[config.mk]
export PLATFORM = sky130hd
export DESIGN_NAME = thermal_alarm_ctrl
export DESIGN_NICKNAME = d
export VERILOG_FILES = /design/src/rtl/ta_pkg.sv /design/src/rtl/ta_tick_gen.sv /design/src/rtl/ta_debounce.sv /design/src/rtl/ta_chan_eval.sv /design/src/rtl/thermal_alarm_ctrl.sv
export SDC_FILE = /design/constraint.sdc
export NUM_CORES = 1
export LEC_CHECK = 0
export ABC_AREA = 1
export BUFFER_PORTS_ARGS = -buffer_cell sky130_fd_sc_hd__buf_4
export CAP_MARGIN = 20
export CELL_PAD_IN_SITES_DETAIL_PLACEMENT = 2
export CELL_PAD_IN_SITES_GLOBAL_PLACEMENT = 2
export CORE_MARGIN = 2
export CORE_UTILIZATION = 33
export CTS_BUF_LIST = sky130_fd_sc_hd__clkbuf_8
export CTS_CLUSTER_DIAMETER = 120
export CTS_CLUSTER_SIZE = 30
export DETAILED_ROUTE_END_ITERATION = 10
export GPL_ROUTABILITY_DRIVEN = 0
export PLACE_DENSITY_LB_ADDON = 0.1
export SKIP_CTS_REPAIR_TIMING = 1
export SYNTH_ARGS = -nofsm -noshare
export SYNTH_HDL_FRONTEND = slang
export SYNTH_SLANG_ARGS = --single-unit
[constraint.sdc]
create_clock -name clk -period 2.89 [get_ports clk]
set_input_delay 0.289 -clock clk [delete_from_list [all_inputs] [get_ports clk]]
set_output_delay 0.289 -clock clk [all_outputs]
set_load 0.01 [all_outputs]
[src/rtl/ta_pkg.sv]
package ta_pkg;
  localparam int NCH    = 2;
  localparam int CH_W   = 1;
  localparam int CODE_W = 12;
  localparam int DEB_W  = 8;
  localparam int PER_W  = 32;
  localparam int DATA_W = 32;
  localparam int ADDR_W = 8;
  localparam int PEND_W = 2 * NCH + 1;

  localparam logic [ADDR_W-1:0] RA_CTRL  = 8'h00;
  localparam logic [ADDR_W-1:0] RA_ROUTE = 8'h04;
  localparam logic [ADDR_W-1:0] RA_IEN   = 8'h08;
  localparam logic [ADDR_W-1:0] RA_PEND  = 8'h0C;
  localparam logic [ADDR_W-1:0] RA_DATA0 = 8'h10;
  localparam logic [ADDR_W-1:0] RA_WARN0 = 8'h18;
  localparam logic [ADDR_W-1:0] RA_SHUT0 = 8'h20;
  localparam logic [ADDR_W-1:0] RA_PER   = 8'h28;
  localparam logic [ADDR_W-1:0] RA_PERH  = 8'h2C;
  localparam logic [ADDR_W-1:0] RA_DEBW  = 8'h30;
  localparam logic [ADDR_W-1:0] RA_DEBS  = 8'h34;

  function automatic logic ta_exceeds(logic [CODE_W-1:0] code, logic [CODE_W-1:0] lim);
    return code > lim;
  endfunction

  function automatic logic [DEB_W-1:0] ta_deb_limit(logic [DEB_W-1:0] deb);
    return (deb == '0) ? DEB_W'(1) : deb;
  endfunction

  function automatic logic [PER_W-1:0] ta_period_limit(logic [PER_W-1:0] p);
    return (p == '0) ? '0 : p - PER_W'(1);
  endfunction
endpackage

[src/rtl/ta_tick_gen.sv]
module ta_tick_gen
  import ta_pkg::*;
(
  input  logic             clk,
  input  logic             rst_n,
  input  logic             run,
  input  logic             hot,
  input  logic [PER_W-1:0] period,
  input  logic [PER_W-1:0] period_hot,
  output logic             req
);
  logic [PER_W-1:0] cnt_q;
  logic [PER_W-1:0] lim;

  assign lim = ta_period_limit(hot ? period_hot : period);
  assign req = run && (cnt_q >= lim);

  always_ff @(posedge clk or negedge rst_n) begin
    if (!rst_n)             cnt_q <= '0;
    else if (!run || req)   cnt_q <= '0;
    else                    cnt_q <= cnt_q + PER_W'(1);
  end

  assert_start_clean_R8: assert property (@(posedge clk) disable iff (!rst_n)
    $rose(run) |-> cnt_q == '0);
endmodule

[src/rtl/ta_debounce.sv]
module ta_debounce
  import ta_pkg::*;
(
  input  logic              clk,
  input  logic              rst_n,
  input  logic              active,
  input  logic              valid,
  input  logic [CODE_W-1:0] code,
  input  logic [CODE_W-1:0] limit,
  input  logic [DEB_W-1:0]  deb,
  output logic              fire,
  output logic              over_q
);
  logic [DEB_W-1:0] cnt_q;
  logic [DEB_W-1:0] eff;
  logic             over;
  logic             below_eff;

  assign over      = ta_exceeds(code, limit);
  assign eff       = ta_deb_limit(deb);
  assign below_eff = cnt_q < eff;
  assign fire      = active && valid && over && below_eff &&
                     ({1'b0, cnt_q} + (DEB_W+1)'(1) == {1'b0, eff});

  always_ff @(posedge clk or negedge rst_n) begin
    if (!rst_n) begin
      cnt_q  <= '0;
      over_q <= 1'b0;
    end else if (!active) begin
      cnt_q  <= '0;
      over_q <= 1'b0;
    end else if (valid) begin
      over_q <= over;
      if (!over)          cnt_q <= '0;
      else if (below_eff) cnt_q <= cnt_q + DEB_W'(1);
    end
  end

  assert_cool_resets_R4: assert property (@(posedge clk) disable iff (!rst_n)
    (active && valid && !over) |=> cnt_q == '0);
  assert_idle_clear_R11: assert property (@(posedge clk) disable iff (!rst_n)
    !active |=> (cnt_q == '0 && !over_q));
endmodule

[src/rtl/ta_chan_eval.sv]
module ta_chan_eval
  import ta_pkg::*;
(
  input  logic              clk,
  input  logic              rst_n,
  input  logic              active,
  input  logic              valid,
  input  logic [CODE_W-1:0] code,
  input  logic [CODE_W-1:0] warn_lim,
  input  logic [CODE_W-1:0] shut_lim,
  input  logic [DEB_W-1:0]  deb_warn,
  input  logic [DEB_W-1:0]  deb_shut,
  output logic              warn_fire,
  output logic              shut_fire,
  output logic              hot
);
  logic warn_over, shut_over;

  ta_debounce u_warn (
    .clk(clk), .rst_n(rst_n), .active(active), .valid(valid), .code(code),
    .limit(warn_lim), .deb(deb_warn), .fire(warn_fire), .over_q(warn_over));

  ta_debounce u_shut (
    .clk(clk), .rst_n(rst_n), .active(active), .valid(valid), .code(code),
    .limit(shut_lim), .deb(deb_shut), .fire(shut_fire), .over_q(shut_over));

  assign hot = warn_over | shut_over;
endmodule

[src/rtl/thermal_alarm_ctrl.sv]
module thermal_alarm_ctrl
  import ta_pkg::*;
#(
  parameter logic [PER_W-1:0] PERIOD_RST     = 32'd16,
  parameter logic [PER_W-1:0] PERIOD_HOT_RST = 32'd8,
  parameter logic [DEB_W-1:0] DEB_RST        = 8'd4
) (
  input  logic              clk,
  input  logic              rst_n,
  input  logic [ADDR_W-1:0] bus_addr,
  input  logic              bus_wr,
  input  logic [DATA_W-1:0] bus_wdata,
  output logic [DATA_W-1:0] bus_rdata,
  output logic              sample_req,
  input  logic              conv_valid,
  input  logic [CH_W-1:0]   conv_chan,
  input  logic [CODE_W-1:0] conv_code,
  output logic              irq_o,
  output logic              shut_rst_o,
  output logic              shut_pin_o
);
  logic              auto_q, pol_q;
  logic [NCH-1:0]    src_en_q, rst_route_q, pin_route_q;
  logic [PEND_W-1:0] ien_q, pend_q, set_vec, clr_vec;
  logic [CODE_W-1:0] data_q [NCH];
  logic [CODE_W-1:0] warn_q [NCH];
  logic [CODE_W-1:0] shut_q [NCH];
  logic [PER_W-1:0]  per_q, perh_q;
  logic [DEB_W-1:0]  debw_q, debs_q;
  logic [NCH-1:0]    warn_fire, shut_fire, ch_hot, shut_lat_q;
  logic              pin_active;

  always_ff @(posedge clk or negedge rst_n) begin
    if (!rst_n) begin
      auto_q <= 1'b0; pol_q <= 1'b0; src_en_q <= '0;
      rst_route_q <= '0; pin_route_q <= '0; ien_q <= '0;
      per_q <= PERIOD_RST; perh_q <= PERIOD_HOT_RST;
      debw_q <= DEB_RST; debs_q <= DEB_RST;
      for (int i = 0; i < NCH; i++) begin
        data_q[i] <= '0; warn_q[i] <= '1; shut_q[i] <= '1;
      end
    end else begin
      if (bus_wr) begin
        case (bus_addr)
          RA_CTRL:  begin
            auto_q <= bus_wdata[0]; src_en_q <= bus_wdata[NCH:1]; pol_q <= bus_wdata[NCH+1];
          end
          RA_ROUTE: begin
            rst_route_q <= bus_wdata[NCH-1:0]; pin_route_q <= bus_wdata[2*NCH-1:NCH];
          end
          RA_IEN:   ien_q  <= bus_wdata[PEND_W-1:0];
          RA_PER:   per_q  <= bus_wdata;
          RA_PERH:  perh_q <= bus_wdata;
          RA_DEBW:  debw_q <= bus_wdata[DEB_W-1:0];
          RA_DEBS:  debs_q <= bus_wdata[DEB_W-1:0];
          default: ;
        endcase
        for (int i = 0; i < NCH; i++) begin
          if (bus_addr == RA_WARN0 + ADDR_W'(4 * i)) warn_q[i] <= bus_wdata[CODE_W-1:0];
          if (bus_addr == RA_SHUT0 + ADDR_W'(4 * i)) shut_q[i] <= bus_wdata[CODE_W-1:0];
        end
      end
      for (int i = 0; i < NCH; i++)
        if (conv_valid && conv_chan == CH_W'(i)) data_q[i] <= conv_code;
    end
  end

  for (genvar g = 0; g < NCH; g++) begin : g_ch
    ta_chan_eval u_ch (
      .clk(clk), .rst_n(rst_n),
      .active(auto_q && src_en_q[g]),
      .valid(conv_valid && conv_chan == CH_W'(g)),
      .code(conv_code), .warn_lim(warn_q[g]), .shut_lim(shut_q[g]),
      .deb_warn(debw_q), .deb_shut(debs_q),
      .warn_fire(warn_fire[g]), .shut_fire(shut_fire[g]), .hot(ch_hot[g]));
  end

  ta_tick_gen u_tick (
    .clk(clk), .rst_n(rst_n), .run(auto_q), .hot(|ch_hot),
    .period(per_q), .period_hot(perh_q), .req(sample_req));

  assign set_vec = {conv_valid, shut_fire, warn_fire};
  assign clr_vec = (bus_wr && bus_addr == RA_PEND) ? bus_wdata[PEND_W-1:0] : '0;

  always_ff @(posedge clk or negedge rst_n) begin
    if (!rst_n) begin
      pend_q     <= '0;
      shut_lat_q <= '0;
    end else begin
      pend_q     <= (pend_q & ~clr_vec) | set_vec;
      shut_lat_q <= auto_q ? (shut_lat_q | shut_fire) : '0;
    end
  end

  assign irq_o      = |(pend_q & ien_q);
  assign shut_rst_o = |(shut_lat_q & rst_route_q);
  assign pin_active = |(shut_lat_q & pin_route_q);
  assign shut_pin_o = ~(pin_active ^ pol_q);

  always_comb begin
    bus_rdata = '0;
    case (bus_addr)
      RA_CTRL:  bus_rdata = DATA_W'({pol_q, src_en_q, auto_q});
      RA_ROUTE: bus_rdata = DATA_W'({pin_route_q, rst_route_q});
      RA_IEN:   bus_rdata = DATA_W'(ien_q);
      RA_PEND:  bus_rdata = DATA_W'(pend_q);
      RA_DATA0: bus_rdata = DATA_W'(data_q[0]);
      RA_DATA0 + 8'h04: bus_rdata = DATA_W'(data_q[1]);
      RA_WARN0: bus_rdata = DATA_W'(warn_q[0]);
      RA_WARN0 + 8'h04: bus_rdata = DATA_W'(warn_q[1]);
      RA_SHUT0: bus_rdata = DATA_W'(shut_q[0]);
      RA_SHUT0 + 8'h04: bus_rdata = DATA_W'(shut_q[1]);
      RA_PER:   bus_rdata = per_q;
      RA_PERH:  bus_rdata = perh_q;
      RA_DEBW:  bus_rdata = DATA_W'(debw_q);
      RA_DEBS:  bus_rdata = DATA_W'(debs_q);
      default:  bus_rdata = '0;
    endcase
  end

  assert_event_wins_R6: assert property (@(posedge clk) disable iff (!rst_n)
    (set_vec != '0) |=> ((pend_q & $past(set_vec)) == $past(set_vec)));
  assert_clear_works_R6: assert property (@(posedge clk) disable iff (!rst_n)
    ((clr_vec & ~set_vec) != '0) |=> ((pend_q & $past(clr_vec & ~set_vec)) == '0));
  assert_latch_holds_R9: assert property (@(posedge clk) disable iff (!rst_n)
    auto_q |=> ((shut_lat_q & $past(shut_lat_q)) == $past(shut_lat_q)));
endmodule

==> reports/qor.yml <==
synthDistinctLibCells: 44
layout_setup_ws_ns: -1.67
postRouteAntennaNets: 0
violations: "negative setup slack"
p_leak_nw: 9.58
dp.cells: 3017
maxCapViolCount: 0
die_w_um: 224
clock_skew_ns: 0.0695
clockBufferDepth: 3
fmax_mhz: 219
grt_pass1_wl_um: 99800
drive_gt1_frac: 0.225
yosys_warnings: 0
vias: 16300
overflow: 0
h-tree-depth: 1
ios: 93
nNetsFinal: 2647
grt_usage: 0.256
crit_path_end_kind: "output port"
drc: 0
cts_tree: "done"
first_pass_iters: 8
ys.flop_type: "dfrtp_1"
powerDensity_nw_per_um2: 421
clk_latency_ns: 0.64
cts_buffers: 14
fin_crit_sh: 1.58
slew_viol_final: 0
postRouteWirelength_um: 71500
cts_root_buffer: "clkbuf_8"
wl_per_cell_um: 23.1
initial_core_util: 0.334
cp_max_fo: 11
setup_viol: 33
slew_headroom: 0.462
yosysSeqAreaShare: 0.381
worstSetupPathType: "flop to output port"
area_delta_synth_final_pct: 28.2
status: "finished with violations"
dp_hpwl_um: 50300
grt_max_degree: 88
antenna_found_initial: 0
fin_cells: 3097
port_buffers: 92
synthesis.nets: 2373
final-hold-violation-count: 0
synthCells: 2198
synth_edf_count: 0
clock-sinks: 240
grt_pass1_vias: 17100
die_area_um2: 50000
clk_pin_slew_ns: 0.18
holdWs_ns: 0.00322
ys_ff_latch: 240
die_y_um: 224
mostFrequentLayoutCells: "614 x nand2_1, 274 x inv_1, 261 x buf_4"
critPathArrivalTime_ns: 4.27
vias_per_cell: 5.28
core_area_um2: 47600
drt-initial-drc-count: 922
hp-class: "primary input to flop"
synthArstFlopShare: 1.00
rsz0062_at_grt: "true"
netlist_area_um2: 15900
cp-start-kind: "flop"
cp_data_required_time_ns: 2.60
avgSynthCellArea_um2: 7.24
tightest_slew_ns: 0.806
mostFrequentLayoutCell: "nand2_1"
row_count: 80
min_period_ns: 4.56
ir_worst_vdd_v: 0.000399
## flip-flops by register name, summed over array words and instances (netlist names), 8 cells and up
signal and flops:
g_ch.u_ch.u_warn.cnt_q 16, debs_q 8, u_tick.cnt_q 32, g_ch.u_ch.u_shut.cnt_q 16, per_q 32, shut_q 24, data_q 24, warn_q 24
perh_q 32, debw_q 8
## final timing paths
check | cells after the start | from | slack [ns] | to
setup / recovery | 23 | g_ch[1].u_ch.u_shut.over_q$_DFFE_PN0P_ | -1.67 | sample_req
hold / removal | 3 | conv_code[8] | 0.003 | data_q[20]$_DFFE_PN0P_
setup reg to reg | 24 | g_ch[1].u_ch.u_shut.over_q$_DFFE_PN0P_ | -1.14 | u_tick.cnt_q[7]$_DFF_PN0_
hold reg to reg | 2 | shut_q[17]$_DFFE_PN1P_ | 0.50 | shut_q[17]$_DFFE_PN1P_
max in group asynchronous | 3 | rst_n | 1.76 | per_q[4]$_DFFE_PN1P_
min in group asynchronous | 2 | rst_n | 0.26 | g_ch[0].u_ch.u_shut.cnt_q[7]$_DFFE_PN0P_
## where the power goes
group	switching, W	total, W	internal (W)
combinational	0.00174	0.00292	0.00117
clock	0.00138	0.00204	0.000654
sequential	0.000111	0.00364	0.00353
total	0.00324	0.00859	0.00535
## critical path, stage by stage (launching register included)
cell,delay [ns]
dfrtp_1,0.45
nor2_4,0.20
nand2_4,0.15
buf_12,0.18
o21ai_2,0.21
buf_4,0.16
inv_1,0.06
nor3_1,0.35
nand2_1,0.16
nor2_1,0.17
nand3b_1,0.19
nand2_1,0.14
ha_1,0.25
nand2_1,0.06
inv_1,0.03
o21ai_1,0.19
a21oi_2,0.08
nor2_1,0.13
nand2_2,0.09
nand2_2,0.07
nand3_1,0.10
nand2_1,0.07
inv_1,0.04
buf_4,0.13
## synthesized netlist by cell type (3+ instances only)
cell type,instances,area share
or2_2,7,0.0028
xor2_1,34,0.019
xnor2_1,13,0.0072
clkbuf_1,43,0.010
o221ai_1,3,0.0017
nand4_1,45,0.018
nor3_1,32,0.010
buf_2,3,0.00094
nor2_4,4,0.0028
a211oi_1,5,0.0024
nand3_1,112,0.035
o22ai_1,26,0.010
inv_1,277,0.065
ha_1,118,0.093
buf_6,7,0.0050
nor2_2,13,0.0051
dfstp_2,52,0.086
nand2_1,651,0.15
nor2_1,174,0.041
nand3b_1,14,0.0066
o21ai_2,25,0.014
o21ai_0,242,0.076
nand2_2,6,0.0024
dfrtp_1,188,0.30
buf_1,3,0.00071
a21oi_1,68,0.021
o21ai_1,9,0.0028
## routing by layer
layer	vias to the layer above	GRT usage	part of all wire
met5	-	0	0
met4	0	0.0465	0.019
met3	73	0.0184	0.023
met2	243	0.440	0.50
met1	8355	0.357	0.45
li1	7678	-	-
## metrics by stage
| stage | setup TNS [ns] | util | total power [W] | worst slack [ns] | cell area, µm² |
|---|---|---|---|---|---|
| after global routing | -42.37 | 0.428 | 0.00904 | -1.87 | 20400 |
| after global placement | -19.30 | 0.390 | 0.00582 | -0.633 | 18600 |
| after floorplan | -4.31 | - | 0.00494 | -0.162 | 16100 |
| after CTS | -28.00 | 0.397 | 0.00804 | -1.53 | 18900 |
| after detailed placement | -27.26 | 0.390 | 0.00597 | -0.864 | 18600 |
| final | -36.70 | 0.428 | 0.00859 | -1.67 | 20400 |
## logic make-up after synthesis
kind of cell / share of synthesized area
adder cells (fa/ha/maj): 0.0927
AO/OA/AOI/OAI: 0.136
buffers and inverters: 0.0832
flip-flops: 0.381
AND/OR/NAND/NOR: 0.280
XOR/XNOR: 0.0259
## final cells by class
type | instances | area (µm²)
fill | 5498 | 27200
clock buffer | 15 | 206
timing repair inverter | 1 | 7.51
timing repair buffer | 313 | 2690
clock inverter | 9 | 135
tap | 615 | 769
sequential | 240 | 6070
multi-input combinational | 1624 | 9480
antenna | 2 | 5.00
inverter | 278 | 1050
(Power assumes the default switching activity.)
